[config.mk]
export PLATFORM = sky130hd
export DESIGN_NAME = dma_chain_chan
export DESIGN_NICKNAME = d
export VERILOG_FILES = /design/src/rtl/dma_chain_pkg.sv /design/src/rtl/dma_desc_regs.sv /design/src/rtl/dma_xfer_ctr.sv /design/src/rtl/dma_chain_fsm.sv /design/src/rtl/dma_chain_chan.sv
export SDC_FILE = /design/constraint.sdc
export NUM_CORES = 1
export LEC_CHECK = 0
export ABC_CLOCK_PERIOD_IN_PS = 4900
export BUFFER_PORTS_ARGS = -buffer_cell sky130_fd_sc_hd__buf_2
export CAP_MARGIN = 5
export CORE_UTILIZATION = 50
export CTS_CLUSTER_DIAMETER = 120
export CTS_CLUSTER_SIZE = 40
export DETAILED_ROUTE_END_ITERATION = 8
export PLACE_DENSITY = 0.77
export SETUP_SLACK_MARGIN = 0.3
export SKIP_CTS_REPAIR_TIMING = 1
export SLEW_MARGIN = 20
export SYNTH_ARGS = -nofsm -noshare
export SYNTH_HDL_FRONTEND = slang
export SYNTH_SLANG_ARGS = --single-unit
[constraint.sdc]
create_clock -name clk -period 4.9 [get_ports clk]
set_input_delay 0.98 -clock clk [delete_from_list [all_inputs] [get_ports clk]]
set_output_delay 0.98 -clock clk [all_outputs]
set_load 0.005 [all_outputs]
[src/rtl/dma_chain_pkg.sv]
package dma_chain_pkg;

    localparam int DESC_WORDS = 6;

    typedef enum logic [2:0] {
        W_CFG   = 3'd0,
        W_SRC   = 3'd1,
        W_DST   = 3'd2,
        W_CNT   = 3'd3,
        W_PARAM = 3'd4,
        W_LINK  = 3'd5
    } desc_word_t;

    typedef enum logic [3:0] {
        S_IDLE,
        S_LINK,
        S_FREQ,
        S_FCAP,
        S_LOAD,
        S_RREQ,
        S_PAUSED,
        S_WRITE,
        S_PEND,
        S_HALT
    } chan_state_t;

endpackage

[src/rtl/dma_desc_regs.sv]
module dma_desc_regs
    import dma_chain_pkg::*;
#(
    parameter int W = 32
) (
    input  logic         clk,
    input  logic         rst_n,
    input  logic         sw_wr,
    input  logic [W-1:0] sw_data,
    input  logic         base_load,
    input  logic         idx_clr,
    input  logic         cap_en,
    input  logic [W-1:0] cap_data,
    output logic [W-1:0] dptr,
    output logic [W-1:0] fetch_addr,
    output logic         last_word,
    output logic [W-1:0] cfg,
    output logic [W-1:0] src,
    output logic [W-1:0] dst,
    output logic [W-1:0] cnt,
    output logic [W-1:0] param
);
    localparam int NBODY = int'(W_LINK);

    logic [2:0]   idx;
    logic [W-1:0] base;
    logic [W-1:0] body [NBODY];

    // Body words (all but the link) are captured by index.
    for (genvar g = 0; g < NBODY; g++) begin : g_body
        always_ff @(posedge clk or negedge rst_n) begin
            if (!rst_n)
                body[g] <= '0;
            else if (cap_en && idx == 3'(g))
                body[g] <= cap_data;
        end
    end

    // The pointer register doubles as the link holder; software has priority.
    always_ff @(posedge clk or negedge rst_n) begin
        if (!rst_n)
            dptr <= '0;
        else if (sw_wr)
            dptr <= sw_data;
        else if (cap_en && idx == 3'(W_LINK))
            dptr <= cap_data;
    end

    always_ff @(posedge clk or negedge rst_n) begin
        if (!rst_n) begin
            base <= '0;
            idx  <= '0;
        end else begin
            if (base_load)
                base <= dptr;
            if (idx_clr)
                idx <= '0;
            else if (cap_en)
                idx <= idx + 3'd1;
        end
    end

    assign fetch_addr = base + W'({idx, 2'b00});
    assign last_word  = (idx == 3'(W_LINK));
    assign cfg        = body[W_CFG];
    assign src        = body[W_SRC];
    assign dst        = body[W_DST];
    assign cnt        = body[W_CNT];
    assign param      = body[W_PARAM];

endmodule

[src/rtl/dma_xfer_ctr.sv]
module dma_xfer_ctr #(
    parameter int W = 32
) (
    input  logic         clk,
    input  logic         rst_n,
    input  logic         load,
    input  logic         step,
    input  logic         force_half,
    input  logic [W-1:0] src_in,
    input  logic [W-1:0] dst_in,
    input  logic [W-1:0] cnt_in,
    output logic [W-1:0] src,
    output logic [W-1:0] dst,
    output logic [W-1:0] left,
    output logic         last,
    output logic         half_sent,
    output logic         half_hit
);
    localparam logic [W-1:0] STEP = W'(4);

    logic [W-1:0] total;
    logic [W:0]   twice_next;

    assign twice_next = {left - STEP, 1'b0};
    assign half_hit   = step && !half_sent && (twice_next <= {1'b0, total});
    assign last       = (left == STEP);

    always_ff @(posedge clk or negedge rst_n) begin
        if (!rst_n) begin
            src       <= '0;
            dst       <= '0;
            left      <= '0;
            total     <= '0;
            half_sent <= 1'b0;
        end else if (load) begin
            src       <= src_in;
            dst       <= dst_in;
            left      <= cnt_in & ~W'(3);
            total     <= cnt_in & ~W'(3);
            half_sent <= 1'b0;
        end else begin
            if (step) begin
                src  <= src + STEP;
                dst  <= dst + STEP;
                left <= left - STEP;
            end
            if (half_hit || force_half)
                half_sent <= 1'b1;
        end
    end

endmodule

[src/rtl/dma_chain_fsm.sv]
module dma_chain_fsm
    import dma_chain_pkg::*;
#(
    parameter int           W         = 32,
    parameter logic [W-1:0] LINK_NULL = W'(32'hFFFF_F800)
) (
    input  logic         clk,
    input  logic         rst_n,
    input  logic         enable,
    input  logic         pause,
    input  logic [W-1:0] dptr,
    input  logic         desc_last,
    input  logic         cnt_zero,
    input  logic         xfer_last,
    input  logic         half_sent,
    output logic         base_load,
    output logic         idx_clr,
    output logic         cap_en,
    output logic         ctr_load,
    output logic         step,
    output logic         rd_en,
    output logic         rd_fetch,
    output logic         wr_en,
    output logic         busy,
    output logic         fault,
    output logic         evt_pkg,
    output logic         evt_chain,
    output logic         pend_half
);
    chan_state_t state, nxt;
    logic        fault_q;
    logic        misaligned;
    logic        is_null;

    assign misaligned = (dptr[1:0] != 2'b00);
    assign is_null    = (dptr == LINK_NULL);

    always_ff @(posedge clk or negedge rst_n) begin
        if (!rst_n) begin
            state   <= S_IDLE;
            fault_q <= 1'b0;
        end else begin
            state <= nxt;
            if (nxt == S_IDLE)
                fault_q <= 1'b0;
            else if (state == S_LINK && misaligned)
                fault_q <= 1'b1;
        end
    end

    always_comb begin
        nxt = state;
        if (!enable) begin
            nxt = S_IDLE;
        end else begin
            unique case (state)
                S_IDLE:   nxt = S_LINK;
                S_LINK:   nxt = misaligned ? S_HALT : S_FREQ;
                S_FREQ:   nxt = S_FCAP;
                S_FCAP:   nxt = desc_last ? S_LOAD : S_FREQ;
                S_LOAD:   nxt = cnt_zero ? S_PEND : S_RREQ;
                S_RREQ:   nxt = pause ? S_PAUSED : S_WRITE;
                S_PAUSED: nxt = pause ? S_PAUSED : S_RREQ;
                S_WRITE:  nxt = xfer_last ? S_PEND : S_RREQ;
                S_PEND:   nxt = is_null ? S_HALT : S_LINK;
                S_HALT:   nxt = S_HALT;
                default:  nxt = S_IDLE;
            endcase
        end
    end

    always_comb begin
        base_load = 1'b0;
        idx_clr   = 1'b0;
        cap_en    = 1'b0;
        ctr_load  = 1'b0;
        step      = 1'b0;
        rd_en     = 1'b0;
        rd_fetch  = 1'b0;
        wr_en     = 1'b0;
        evt_pkg   = 1'b0;
        evt_chain = 1'b0;
        pend_half = 1'b0;
        busy      = 1'b1;
        fault     = 1'b0;
        unique case (state)
            S_IDLE: busy = 1'b0;
            S_LINK: begin
                base_load = 1'b1;
                idx_clr   = 1'b1;
            end
            S_FREQ: begin
                rd_en    = 1'b1;
                rd_fetch = 1'b1;
            end
            S_FCAP:   cap_en = 1'b1;
            S_LOAD:   ctr_load = 1'b1;
            S_RREQ:   rd_en = !pause;
            S_PAUSED: ;
            S_WRITE: begin
                wr_en = 1'b1;
                step  = 1'b1;
            end
            S_PEND: begin
                evt_pkg   = 1'b1;
                evt_chain = is_null;
                pend_half = !half_sent;
            end
            S_HALT: begin
                busy  = 1'b0;
                fault = fault_q;
            end
            default: busy = 1'b0;
        endcase
    end

endmodule

[src/rtl/dma_chain_chan.sv]
module dma_chain_chan
    import dma_chain_pkg::*;
#(
    parameter int           W         = 32,
    parameter logic [W-1:0] LINK_NULL = W'(32'hFFFF_F800)
) (
    input  logic         clk,
    input  logic         rst_n,
    input  logic         ch_enable,
    input  logic         ch_pause,
    input  logic         dptr_wr,
    input  logic [W-1:0] dptr_wdata,
    output logic [W-1:0] dptr_q,
    output logic [W-1:0] cfg_q,
    output logic [W-1:0] param_q,
    output logic [W-1:0] cur_src_q,
    output logic [W-1:0] cur_dst_q,
    output logic [W-1:0] left_q,
    output logic         busy,
    output logic         fault,
    output logic         evt_half,
    output logic         evt_pkg,
    output logic         evt_chain,
    output logic         rd_en,
    output logic [W-1:0] rd_addr,
    input  logic [W-1:0] rd_data,
    output logic         wr_en,
    output logic [W-1:0] wr_addr,
    output logic [W-1:0] wr_data
);
    logic         base_load, idx_clr, cap_en, ctr_load, step, rd_fetch;
    logic         desc_last, xfer_last, half_sent, half_hit, pend_half;
    logic [W-1:0] fetch_addr, d_src, d_dst, d_cnt;

    dma_desc_regs #(.W(W)) u_desc (
        .clk        (clk),
        .rst_n      (rst_n),
        .sw_wr      (dptr_wr),
        .sw_data    (dptr_wdata),
        .base_load  (base_load),
        .idx_clr    (idx_clr),
        .cap_en     (cap_en),
        .cap_data   (rd_data),
        .dptr       (dptr_q),
        .fetch_addr (fetch_addr),
        .last_word  (desc_last),
        .cfg        (cfg_q),
        .src        (d_src),
        .dst        (d_dst),
        .cnt        (d_cnt),
        .param      (param_q)
    );

    dma_xfer_ctr #(.W(W)) u_ctr (
        .clk        (clk),
        .rst_n      (rst_n),
        .load       (ctr_load),
        .step       (step),
        .force_half (pend_half),
        .src_in     (d_src),
        .dst_in     (d_dst),
        .cnt_in     (d_cnt),
        .src        (cur_src_q),
        .dst        (cur_dst_q),
        .left       (left_q),
        .last       (xfer_last),
        .half_sent  (half_sent),
        .half_hit   (half_hit)
    );

    dma_chain_fsm #(.W(W), .LINK_NULL(LINK_NULL)) u_fsm (
        .clk        (clk),
        .rst_n      (rst_n),
        .enable     (ch_enable),
        .pause      (ch_pause),
        .dptr       (dptr_q),
        .desc_last  (desc_last),
        .cnt_zero   (d_cnt[W-1:2] == '0),
        .xfer_last  (xfer_last),
        .half_sent  (half_sent),
        .base_load  (base_load),
        .idx_clr    (idx_clr),
        .cap_en     (cap_en),
        .ctr_load   (ctr_load),
        .step       (step),
        .rd_en      (rd_en),
        .rd_fetch   (rd_fetch),
        .wr_en      (wr_en),
        .busy       (busy),
        .fault      (fault),
        .evt_pkg    (evt_pkg),
        .evt_chain  (evt_chain),
        .pend_half  (pend_half)
    );

    assign rd_addr  = rd_fetch ? fetch_addr : cur_src_q;
    assign wr_addr  = cur_dst_q;
    assign wr_data  = rd_data;
    assign evt_half = half_hit || pend_half;

endmodule

Word-level counts from Yosys, hierarchy flattened

Cells that the tools add are included.

Output and inout bits: 295
Register bits: 359
Logic and storage cells: 95

Equal/unequal tests: 16
Reduce and logical (&&, ||, !) cells: 23
Magnitude comparators: 1
Multiplexer cells: 35
$add $sub $neg: 5

Operator list:

| cell                  | number |
|---|---|
| $mux 32               | 9 |
| $add 32x3->32 const B | 2 |
| $pmux 4 s10           | 1 |
| $le 33x32->1          | 1 |
| $add 32x5->32         | 1 |
| $eq 32x3->1 const B   | 1 |
| $eq 32x32->1 const B  | 1 |
| $sub 32x3->32 const B | 1 |
| $logic_not 30->1      | 1 |
| $mux 4                | 5 |
| $eq 4x3->1 const B    | 4 |
| $mux 1                | 15 |
| $reduce_bool 2->1     | 6 |
| $logic_and 1x1->1     | 9 |
| $mux 3                | 3 |
| $eq 4x2->1 const B    | 2 |
| $eq 4x4->1 const B    | 2 |
| $logic_not 4->1       | 2 |
| $reduce_or 8->1       | 1 |
| $eq 3x2->1 const B    | 2 |
| $eq 3x3->1 const B    | 2 |
| $eq 4x1->1 const B    | 1 |
| $add 3x1->3 const B   | 1 |
| $eq 3x1->1 const B    | 1 |
| 5 further kinds       | 6 |

Logic depth before layout (Yosys ltp)

Gate-level depths: netlist (run 1).

Depth after elaboration: 7
Gate-level depth with buffers: 15

Hierarchy

Synthesis (run 1) repeated with hierarchy kept, for this count alone.

Cells, all modules: 1,644
Area, all modules: 18,347.6 µm²

By module, submodules not included:

| module         | cells each | area an instance (µm²) | instances | sequential area each (µm²) |
|---|---|---|---|---|
| dma_desc_regs  | 662        | 9,470.3                | 1         | 5,680.4 |
| dma_xfer_ctr   | 794        | 7,228.2                | 1         | 3,128.0 |
| dma_chain_chan | 112        | 1,094.8                | 1         | 0.0 |
| dma_chain_fsm  | 76         | 554.3                  | 1         | 125.1 |

Least setup slack after synthesis (run 1)

OpenSTA, ideal clock, no wires.

Path type: flip-flop to output port
From: register u_ctr.left[19]
To: output port evt_half
Buffers on the path: 2
Slack: 0.058 ns
Data arrival time: 3.862 ns
Cell stages (with the launch flop): 15
Cells stage by stage: dfrtp_1 buf_6 or4_4 or3_1 buf_2 or4_4 or4_4 xnor2_1 ha_1 nand3_1 nor4_1 nand2_1 a41o_1 and4_1 o21ba_2

Longest elaborated chain between the ends: 4

Ends and longest elaborated chain:

| item                   | RTL line             | RTL |
|---|---|---|
| start, declared        | dma_xfer_ctr.sv:14   | `output logic [W-1:0] left,` |
| start signal, assigned | dma_xfer_ctr.sv:38   | `left <= cnt_in & ~W'(3);` |
| start signal, assigned | dma_xfer_ctr.sv:45   | `left <= left - STEP;` |
| $sub 32x3->32          | dma_xfer_ctr.sv:24   | `assign twice_next = {left - STEP, 1'b0};` |
| $le 33x32->1           | dma_xfer_ctr.sv:25   | `assign half_hit = step && !half_sent && (twice_next <= {1'b0, total});` |
| $logic_and 1x1->1      | dma_xfer_ctr.sv:25   |  |
| $logic_or 1x1->1       | dma_chain_chan.sv:99 | `assign evt_half = half_hit \|\| pend_half;` |
| end, declared          | dma_chain_chan.sv:21 | `output logic evt_half,` |

Every way passes these cells.

Worst setup path after layout (run 1)

Ends and elaborated chain as after synthesis.

==> reports/qor_table.md, run 1 <==
| Item | Value | Unit |
|---|---|---|
| Portion of the post-synthesis area used by sequential elements | 49.40 | % |
| Leakage power | 0.009628 | uW |
| Total power consumption of the routed design | 6003 | uW |
| Tmin final | 5425 | ps |
| Unrepaired setup endpoints after global routing | true | - |
| Max_slew headroom | 24.54 | % |
| Fraction of layout cells with a size suffix above 1 | 31.67 | % |
| PwrDens | 293.2 | nW/um^2 |
| Post-route fraction of the period consumed by the critical path | 110.7 | % |
| Global route overflow | 0 | - |
| Ys flop type | sky130_fd_sc_hd__dfrtp_1 | - |
| Antenna violations before repair | 1 | - |
| CTS tree | done | - |
| Largest net degree at the start of global routing | 138 | - |
| Total setup violations reported at the end of the flow | 1 | - |
| Commonest non-fill, non-tap cells in the layout | sky130_fd_sc_hd__buf_2 (360), sky130_fd_sc_hd__dfrtp_1 (355), sky130_fd_sc_hd__nand2_1 (233), sky130_fd_sc_hd__mux2_2 (186), sky130_fd_sc_hd__o21ai_0 (174) | - |
| Deepest clock path buffer count | 3 | - |
| Arrival time at the worst endpoint | 4450 | ps |
| Number of levels in the clock H-tree | 1 | - |
| Worst-case setup margin in the final layout | -525.3 | ps |
| Avg Inst Size Synth | 10.32 | um^2 |
| Largest driver fanout on the critical path | 3 | - |
| Count of cell types in the netlist | 59 | - |
| Failing checks | negative setup slack | - |
| Worst Skew | 35.83 | ps |
| Number of global-route vias before repair | 14140 | - |
| Synth-to-layout area growth | 13.87 | % |
| Clock slew at reported path FFs | 140 | ps |
| Post-layout instance area | 20480 | um^2 |
| Count of nets left with antenna violations after detail routing | 0 | - |
| Number of inserted filler cells in the final layout | 3029 | - |
| Number of nets in the final layout | 2114 | - |
| Kind of critical path | register to output pin | - |
| Leading cell type in the layout, fill and taps excluded | sky130_fd_sc_hd__buf_2 | - |
| Setup TNS Final | -525.3 | ps |
| Number of buffers created by CTS | 14 | - |
| Wire length of the first global-routing pass | 82140 | um |
| Wirelength per Cell | 21.58 | um |
| I/O Pins | 364 | - |
| Maximum frequency from static timing analysis | 184.3 | MHz |
| Min-Delay Path Class | input pin to async pin | - |
| Sinks on the clock net | 355 | - |
| Post-synthesis instance area | 17980 | um^2 |
| Number of design-rule violations left by the first detailed-router iteration | 1060 | - |
| Max capacitance violation total | 0 | - |
| Required time of the critical path | 3920 | ps |
| Final antenna diode count | 0 | - |
| Initial core utilization | 50.68 | % |
| Die area | 36730 | um^2 |
| Core box area | 35480 | um^2 |
| Die extent in x | 191.6 | um |
| Synth async-reset ratio | 100.0 | % |
| Final number of max-transition violations | 0 | - |
| PortBufs | 361 | - |
| Number of endpoints with negative hold slack in the final report | 0 | - |
| Area after DPL | 19910 | um^2 |
| Cells after Synth | 1742 | - |
| CP Launch Type | register | - |
| DPL Wire Length | 38410 | um |
| Pin slew with the least headroom to its limit | 1121 | ps |
| Total of warnings raised by yosys | 0 | - |
| Vias per std cell | 5.923 | - |
| Standard-cell row count | 69 | - |
| Library cell used as clock root buffer | sky130_fd_sc_hd__clkbuf_16 | - |
| RePlAce Congestion | 0.8835 | - |
| Total global routing track utilization | 28.93 | % |
| Outcome | finished, violations left | - |
| Hold slack final | 309.1 | ps |
| Critical path endpoint category | output pin | - |
| DRC errors left | 0 | - |
| Vias | 14620 | - |
| EDFF count, synth | 0 | - |
| Die boundary height | 191.6 | um |
| Router iterations before antenna repair | 5 | - |
| Worst VDD drop | 0.2323 | mV |
| Overall routed net length | 53280 | um |
| Clock latency of the later-clocked register in the worst-skew pair | 540 | ps |
| Number of register bits inferred by synthesis | 355 | - |
-- metal layers --
metal,up-vias,GRT usage [%],wire length [um]
met5,-,0,0
met4,0,8.120,1328
met2,610,46.28,24890
li1,6681,-,-
met3,80,3.928,3672
met1,7252,41.16,23380
-- final timing paths --
path / startpoint / endpoint / slack [ps] / depth (start not counted)
setup / recovery: u_ctr.left[19] / evt_half / -530 / 13
hold / removal: rst_n / u_desc.dst[10] / 310 / 1
setup reg to reg: u_ctr.left[19] / u_ctr.half_sent / 1040 / 12
hold reg to reg: u_desc.src[0] / u_ctr.src[0] / 490 / 2
max in group asynchronous: rst_n / u_desc.dst[18] / 3300 / 3
min in group clk: u_desc.src[0] / u_ctr.src[0] / 490 / 2
-- critical path: stages, from the launching register on --
cell	delay (ps)
sky130_fd_sc_hd__dfrtp_1	400
sky130_fd_sc_hd__or4_4	550
sky130_fd_sc_hd__or3_4	340
sky130_fd_sc_hd__or4_4	490
sky130_fd_sc_hd__or4_4	460
sky130_fd_sc_hd__xnor2_2	150
sky130_fd_sc_hd__ha_1	330
sky130_fd_sc_hd__a21o_1	180
sky130_fd_sc_hd__a21o_1	190
sky130_fd_sc_hd__a221o_1	260
sky130_fd_sc_hd__o21ai_1	120
sky130_fd_sc_hd__and4_1	220
sky130_fd_sc_hd__o21ba_2	120
sky130_fd_sc_hd__buf_2	100
-- logic make-up (layout without fill, tap and decap cells) --
group | after synthesis | in the layout | synth area share (%)
AND/OR/NAND/NOR | 526 | 526 | 13.92
flip-flops | 355 | 355 | 49.40
AO/OA/AOI/OAI | 333 | 333 | 11.76
multiplexers | 218 | 218 | 13.43
buffers and inverters | 212 | 477 | 5.852
XOR/XNOR | 56 | 56 | 2.728
adder cells (fa/ha/maj) | 41 | 41 | 2.895
other | 1 | 2 | 0.02085
-- per-stage QoR --
stage / utilization [%] / worst slack [ps] / instances
6_report: 57.71 / -525.3 / 2469
3_3_place_gp: 56.11 / 83.59 / 2446
3_5_place_dp: 56.11 / 82.88 / 2446
4_1_cts: 57.45 / -506.8 / 2466
2_1_floorplan: - / 102.9 / 1743
5_1_grt: 57.71 / -675.7 / 2469
-- state kept, by name (all words and copies together) (netlist names) --
name	flops
u_ctr.dst	32
u_desc.dptr	32
u_ctr.total	30
u_desc.base	32
u_fsm.state	4
u_desc.param	32
u_ctr.half_sent	1
u_ctr.left	30
u_ctr.src	32
u_desc.src	32
u_fsm.fault_q	1
u_desc.cfg	32
u_desc.dst	32
u_desc.idx	3
u_desc.cnt	30
-- where the power goes --
| part | leakage (uW) | internal [uW] | switching [uW] |
|---|---|---|---|
| clock | 0.000226 | 606 | 991 |
| combinational | 0.00485 | 471 | 419 |
| sequential | 0.00455 | 3260 | 254 |
-- final cells by class --
cell class / count / area [um^2] / area share, %
Inverter: 53 / 198.9 / 0.9716
Sequential cell: 355 / 8884 / 43.39
Timing Repair Buffer: 404 / 2197 / 10.73
Multi-Input combinational cell: 1176 / 8144 / 39.77
Clock buffer: 16 / 379.1 / 1.852
Clock inverter: 4 / 96.34 / 0.4705
Tap cell: 461 / 576.8 / 2.817
-- cell usage after synthesis (all sizes together) (3+ instances only) --
cell / count / area, um^2
nand3: 40 / 200.2
buf: 84 / 571.8
nor2: 73 / 274.0
a221o: 36 / 360.4
a32oi: 3 / 26.28
nor2b: 5 / 31.28
inv: 52 / 195.2
o311ai: 24 / 210.2
or2: 7 / 43.79
and3: 13 / 81.33
mux2i: 32 / 320.3
a222oi: 3 / 30.03
a211oi: 3 / 22.52
xnor2: 21 / 183.9
nand3b: 3 / 22.52
nand2b: 10 / 62.56
ha: 40 / 500.5
a22oi: 9 / 67.56
o21ai: 175 / 875.8
o211ai: 7 / 52.55
nand2: 234 / 878.3
a21oi: 37 / 185.2
nand4b: 4 / 35.03
o211a: 4 / 40.04
or4: 11 / 93.84
clkbuf: 75 / 281.5
nor3b: 7 / 52.55
a31oi: 8 / 50.05
xor2: 35 / 306.5
and2: 7 / 43.79
o21a: 3 / 22.52
nor3: 33 / 165.2
mux2: 186 / 2095
nand4: 28 / 175.2
nor4: 36 / 225.2
a21o: 9 / 67.56
and4: 5 / 43.79
or3: 6 / 37.54
dfrtp: 355 / 8884
Power figures use the tool's default switching activity.
==> run 2, diff against run 1 <==
CORE_ASPECT_RATIO = 1.1   (was not set)
==> reports/qor_table.md, run 2 (synthesis results as in run 1) <==
| Item | Value | Unit | Change |
|---|---|---|---|
| Outcome | finished, violations left | - |  |
| Failing checks | negative setup slack | - |  |
| Total global routing track utilization | 28.73 | % | -0.19 points |
| Router iterations before antenna repair | 5 | - | unchanged |
| CP Launch Type | register | - |  |
| Post-route fraction of the period consumed by the critical path | 110.6 | % | about the same |
| Synth-to-layout area growth | 13.35 | % |  |
| Largest driver fanout on the critical path | 2 | - | -1 |
| Deepest clock path buffer count | 3 | - | unchanged |
| Global route overflow | 0 | - | unchanged |
| Critical path endpoint category | output pin | - |  |
| DRT met1 WL | 22520 | um | -3.7% |
| Largest net degree at the start of global routing | 121 | - | -12% |
| Number of levels in the clock H-tree | 1 | - | unchanged |
| PwrDens | 287.4 | nW/um^2 | -2.0% |
| Max capacitance violation total | 0 | - | unchanged |
| Die area | 36730 | um^2 | about the same |
| Overall routed net length | 53060 | um | -0.41% |
| DPL Wire Length | 37930 | um | -1.2% |
| Vias per std cell | 5.872 | - | -0.85% |
| Library cell used as clock root buffer | sky130_fd_sc_hd__clkbuf_16 | - |  |
| Wirelength per Cell | 21.33 | um | -1.2% |
| Worst-case setup margin in the final layout | -521.3 | ps | +4.033 ps |
| Count of nets left with antenna violations after detail routing | 0 | - | unchanged |
| Number of endpoints with negative hold slack in the final report | 0 | - | unchanged |
| DR top layer | met4 | - |  |
| DRC errors left | 0 | - | unchanged |
| Number of global-route vias before repair | 14190 | - | +0.37% |
| CTS tree | done | - |  |
| Number of nets in the final layout | 2114 | - | unchanged |
| Fraction of layout cells with a size suffix above 1 | 31.61 | % | -0.068 points |
| RePlAce Congestion | 0.8937 | - | +1.2% |
| Leading cell type in the layout, fill and taps excluded | sky130_fd_sc_hd__buf_2 | - |  |
| Number of inserted filler cells in the final layout | 3045 | - | +0.53% |
| Worst VDD drop | 0.3069 | mV | +32% |
| Tmin final | 5421 | ps | -4.033 ps |
| Die extent in x | 182.8 | um | -4.6% |
| Arrival time at the worst endpoint | 4440 | ps | about the same |
| Die boundary height | 200.9 | um | +4.8% |
| Number of buffers created by CTS | 13 | - | -1 |
| Pin slew with the least headroom to its limit | 1134 | ps | +12.74 ps |
| Required time of the critical path | 3920 | ps | about the same |
| Total setup violations reported at the end of the flow | 1 | - | unchanged |
| Maximum frequency from static timing analysis | 184.5 | MHz | about the same |
| Met2 wirelength from detailed routing | 25740 | um | +3.4% |
| Commonest non-fill, non-tap cells in the layout | sky130_fd_sc_hd__buf_2 (360), sky130_fd_sc_hd__dfrtp_1 (355), sky130_fd_sc_hd__nand2_1 (232), sky130_fd_sc_hd__mux2_2 (186), sky130_fd_sc_hd__o21ai_0 (174) | - |  |
| Hold slack final | 485.7 | ps | +176.6 ps |
| Detailed-routed wire length on met3 | 3433 | um | -6.5% |
| Wire length of the first global-routing pass | 82080 | um | about the same |
| Kind of critical path | register to output pin | - |  |
| Max_slew headroom | 23.69 | % | -0.86 points |
| Worst Skew | 26.14 | ps | -9.686 ps |
| Total power consumption of the routed design | 5859 | uW | -2.4% |
| Instance count after placement with tap cells included | 2469 | - | +0.94% |
| Final number of max-transition violations | 0 | - | unchanged |
| Setup WS pre-CTS | -9.240 | ps | -92.12 ps |
| Initial core utilization | 50.92 | % | +0.24 points |
| Core box area | 35310 | um^2 | -0.48% |
| Min-Delay Path Class | register to register | - |  |
| I/O Pins | 364 | - | unchanged |
| Standard-cell row count | 72 | - | +4.3% |
| Vias | 14610 | - | -0.089% |
| Leakage power | 0.009580 | uW | -0.50% |
| Clock slew at reported path FFs | 150 | ps | about the same |
| Unrepaired setup endpoints after global routing | true | - |  |
| Final Instance Count excl. Fillers | 2488 | - | +0.77% |
| Sinks on the clock net | 355 | - | unchanged |
| Clock latency of the later-clocked register in the worst-skew pair | 530 | ps | about the same |
| Antenna violations before repair | 1 | - | unchanged |
| Number of design-rule violations left by the first detailed-router iteration | 1061 | - | +0.094% |
| PortBufs | 361 | - | unchanged |
run 2: per-layer routing:
layer | global-route usage [%] | up-vias
met5 | 0 | -
met4 | 8.423 | 0
met3 | 3.864 | 95
met2 | 47.94 | 602
met1 | 39.10 | 7236
li1 | - | 6677
run 2: metrics by stage:
| step | TNS [ps] | utilization (%) | instance area [um^2] |
|---|---|---|---|
| finish | -521.3 | 57.72 | 20380 |
| global route | -691.8 | 57.72 | 20380 |
| global placement | 0 | 56.49 | 19950 |
| floorplan | 0 | - | 17990 |
| CTS | -613.9 | 57.60 | 20340 |
| detailed placement | -9.240 | 56.51 | 19960 |
run 2: cell type report:
class	instances	area, um^2	share of cell area (%)
flip-flops and latches	355	8884	43.58
clock buffers	13	325.3	1.596
clock inverters	4	58.81	0.2885
inverters	53	198.9	0.9760
multi-input cells	1176	8140	39.94
diodes	1	2.502	0.01228
well taps	481	601.8	2.953
repair buffers	405	2172	10.66
run 2: worst max-delay path: stages (launching register included):
cell,delay (ps)
sky130_fd_sc_hd__dfrtp_1,410
sky130_fd_sc_hd__or4_4,540
sky130_fd_sc_hd__or3_4,340
sky130_fd_sc_hd__or4_4,490
sky130_fd_sc_hd__or4_4,440
sky130_fd_sc_hd__xnor2_1,140
sky130_fd_sc_hd__ha_1,300
sky130_fd_sc_hd__a21o_1,180
sky130_fd_sc_hd__a21o_1,190
sky130_fd_sc_hd__a221o_1,270
sky130_fd_sc_hd__o21ai_1,140
sky130_fd_sc_hd__and4_1,240
sky130_fd_sc_hd__o21ba_2,130
sky130_fd_sc_hd__buf_2,100
run 2: report_power, final:
part	internal [uW]	switching, uW
clock	513	936
combinational	470	422
sequential	3260	256
total	4240	1610
run 2: final timing paths:
check,slack (ps),to,depth (start not counted),from
worst max-delay path,-520,evt_half,13,u_ctr.left[21]
max in group asynchronous,3300,u_ctr.left[27],2,rst_n
worst min-delay path,490,u_ctr.src[21],2,u_desc.src[21]
worst max register to register,1040,u_ctr.half_sent,12,u_ctr.left[21]
worst min register to register,490,u_ctr.src[21],2,u_desc.src[21]
min in group asynchronous,550,u_desc.dst[7],1,rst_n
==> run 3, diff against run 2 <==
SETUP_SLACK_MARGIN = not set   (was 0.3)
==> reports/qor_table.md, run 3 (synthesis results as in run 1) <==
| Item | Value | Unit | Change |
|---|---|---|---|
| Number of buffers created by CTS | 12 | - | -1 |
| Initial core utilization | 50.92 | % | unchanged |
| DRC errors left | 0 | - | unchanged |
| DPL Wire Length | 38210 | um | +0.73% |
| Start point of the critical path | u_ctr.left[7] | - |  |
| Number of design-rule violations left by the first detailed-router iteration | 1127 | - | +6.2% |
| Combinational fraction of design power | 15.2 | % | about the same |
| Worst-case setup margin in the final layout | -513.8 | ps | +7.446 ps |
| Largest net degree at the start of global routing | 119 | - | -1.7% |
| R2R setup slack | 1070 | ps | +30 ps |
| Wirelength per Cell | 21.34 | um | about the same |
| Number of cell instances on the worst register-to-register path | 12 | - | unchanged |
| Final number of max-transition violations | 0 | - | unchanged |
| PwrDens | 286.8 | nW/um^2 | -0.21% |
| Number of endpoints with negative hold slack in the final report | 0 | - | unchanged |
| CTS tree | done | - |  |
| Overall routed net length | 53110 | um | about the same |
| Setup TNS Final | -513.8 | ps | +7.446 ps |
| Required time of the critical path | 3920 | ps | about the same |
| Fraction of layout cells with a size suffix above 1 | 31.47 | % | -0.13 points |
| Number of levels in the clock H-tree | 1 | - | unchanged |
| Number of global-route vias before repair | 14350 | - | +1.1% |
| Kind of critical path | register to output pin | - |  |
| Antenna violations before repair | 1 | - | unchanged |
| Area after DPL | 19950 | um^2 | about the same |
| Net switching power | 1570 | uW | -2.7% |
| Tmin final | 5414 | ps | -7.446 ps |
| RePlAce Congestion | 0.9151 | - | +2.4% |
| Die extent in x | 182.8 | um | unchanged |
| Post-route fraction of the period consumed by the critical path | 110.5 | % | -0.15 points |
| Commonest non-fill, non-tap cells in the layout | sky130_fd_sc_hd__buf_2 (360), sky130_fd_sc_hd__dfrtp_1 (355), sky130_fd_sc_hd__nand2_1 (233), sky130_fd_sc_hd__mux2_2 (186), sky130_fd_sc_hd__o21ai_0 (174) | - |  |
| Standard-cell row count | 72 | - | unchanged |
| PortBufs | 361 | - | unchanged |
| Failing checks | negative setup slack | - |  |
| Leakage power | 0.009578 | uW | about the same |
| Number of nets in the final layout | 2114 | - | unchanged |
| Worst Hold Depth | 2 | - | unchanged |
| Die area | 36730 | um^2 | unchanged |
| Router iterations before antenna repair | 5 | - | unchanged |
| CP Launch Type | register | - |  |
| I/O Pins | 364 | - | unchanged |
| Min-Delay Path Class | register to register | - |  |
| Total global routing track utilization | 28.81 | % | +0.074 points |
| Post-layout instance area | 20370 | um^2 | about the same |
| Maximum frequency from static timing analysis | 184.7 | MHz | +0.14% |
| Arrival time at the worst endpoint | 4430 | ps | about the same |
| Clock latency of the later-clocked register in the worst-skew pair | 530 | ps | about the same |
| Global route overflow | 0 | - | unchanged |
| Total setup violations reported at the end of the flow | 1 | - | unchanged |
| Core box area | 35310 | um^2 | unchanged |
| Destination of the worst register-to-register timing path | u_ctr.half_sent | - |  |
| Worst Setup EP | evt_half | - |  |
| Synth-to-layout area growth | 13.28 | % | about the same |
| Wire length of the first global-routing pass | 82500 | um | +0.51% |
| Vias | 14650 | - | +0.28% |
| Count of nets left with antenna violations after detail routing | 0 | - | unchanged |
| Proportion of total power due to net switching | 26.88 | % | -0.67 points |
| Outcome | finished, violations left | - |  |
| Vias per std cell | 5.889 | - | +0.28% |
| Number of inserted filler cells in the final layout | 3107 | - | +2.0% |
| Pin slew with the least headroom to its limit | 1065 | ps | -69.02 ps |
| Internal power | 4272 | uW | +0.64% |
| Leading cell type in the layout, fill and taps excluded | sky130_fd_sc_hd__buf_2 | - |  |
| Worst Skew | 25.95 | ps | -0.1869 ps |
| Share of total power in sequential cells | 60.3 | % | +0.2 points |
| Reg2reg start | u_ctr.left[7] | - |  |
| Critical path endpoint category | output pin | - |  |
| Largest driver fanout on the critical path | 7 | - | +5 |
| Clock slew at reported path FFs | 150 | ps | about the same |
| Max_slew headroom | 28.82 | % | +5.1 points |
| Portion of total power attributed to the clock network | 24.5 | % | -0.2 points |
| Worst VDD drop | 0.4313 | mV | +40% |
| Sinks on the clock net | 355 | - | unchanged |
| Unrepaired setup endpoints after global routing | true | - |  |
| Hold slack final | 490.9 | ps | +5.132 ps |
| Max capacitance violation total | 0 | - | unchanged |
| Deepest clock path buffer count | 3 | - | unchanged |
| Library cell used as clock root buffer | sky130_fd_sc_hd__clkbuf_16 | - |  |
| Die boundary height | 200.9 | um | unchanged |
## run 3: final cells by class
class	instances	area (um^2)	area share [%]
clock inverter	1	30.03	0.1474
timing repair buffer	406	2183	10.72
multi-input combinational	1176	8138	39.95
sequential	355	8884	43.61
tap	481	601.8	2.955
clock buffer	14	329.1	1.615
antenna	2	5.005	0.02457
inverter	53	198.9	0.9767
## run 3: worst max-delay path, cell delays in order, from the launching register on
cell and delay [ps]:
sky130_fd_sc_hd__dfrtp_1 490, sky130_fd_sc_hd__or4_1 600, sky130_fd_sc_hd__or2_2 370, sky130_fd_sc_hd__or2_2 350, sky130_fd_sc_hd__nor3_1 310, sky130_fd_sc_hd__xor2_1 120
sky130_fd_sc_hd__ha_1 290, sky130_fd_sc_hd__nand4_1 200, sky130_fd_sc_hd__nor4_4 350, sky130_fd_sc_hd__nand2_1 100, sky130_fd_sc_hd__a41o_1 220, sky130_fd_sc_hd__and4_1 210
sky130_fd_sc_hd__o21ba_2 190, sky130_fd_sc_hd__buf_2 120
## run 3: per-layer routing
layer | GRT usage [%] | part of all wire, % | vias to the layer above
met5 | 0 | 0 | -
met4 | 8.750 | 2.9 | 0
met3 | 4.717 | 7.0 | 95
met2 | 47.26 | 48 | 612
met1 | 39.20 | 42 | 7270
li1 | - | - | 6674
## run 3: power by group through the flow
| stage | Sequential, uW | Clock, uW | Combinational, uW |
|---|---|---|---|
| after floorplan | 3520 | 0 | 484 |
| after global placement | 3550 | 0 | 862 |
| after detailed placement | 3570 | 0 | 891 |
| after CTS | 3520 | 1470 | 894 |
| after global routing | 3570 | 1560 | 969 |
| final | 3520 | 1430 | 885 |
## run 3: worst min path at each step
stage                    start              end  slack [ps]
6_report        u_desc.src[21]    u_ctr.src[21]         490
4_1_cts         u_desc.src[21]    u_ctr.src[21]         490
2_1_floorplan    u_desc.dst[0]     u_ctr.dst[0]         430
5_1_grt        u_ctr.total[24]  u_ctr.total[24]         510
3_5_place_dp    u_desc.src[21]    u_ctr.src[21]         450
3_3_place_gp     u_desc.src[1]     u_ctr.src[1]         440
## run 3: stage by stage
stage / util, % / std cells / power, uW / worst slack (ps)
after detailed placement: 56.49 / 2470 / 4464 / -111.3
after floorplan: - / 1743 / 4002 / 58.45
final: 57.68 / 2488 / 5842 / -513.8
after CTS: 57.51 / 2485 / 5879 / -709.4
after global placement: 56.49 / 2470 / 4411 / -8.905
after global routing: 57.67 / 2486 / 6096 / -731.1
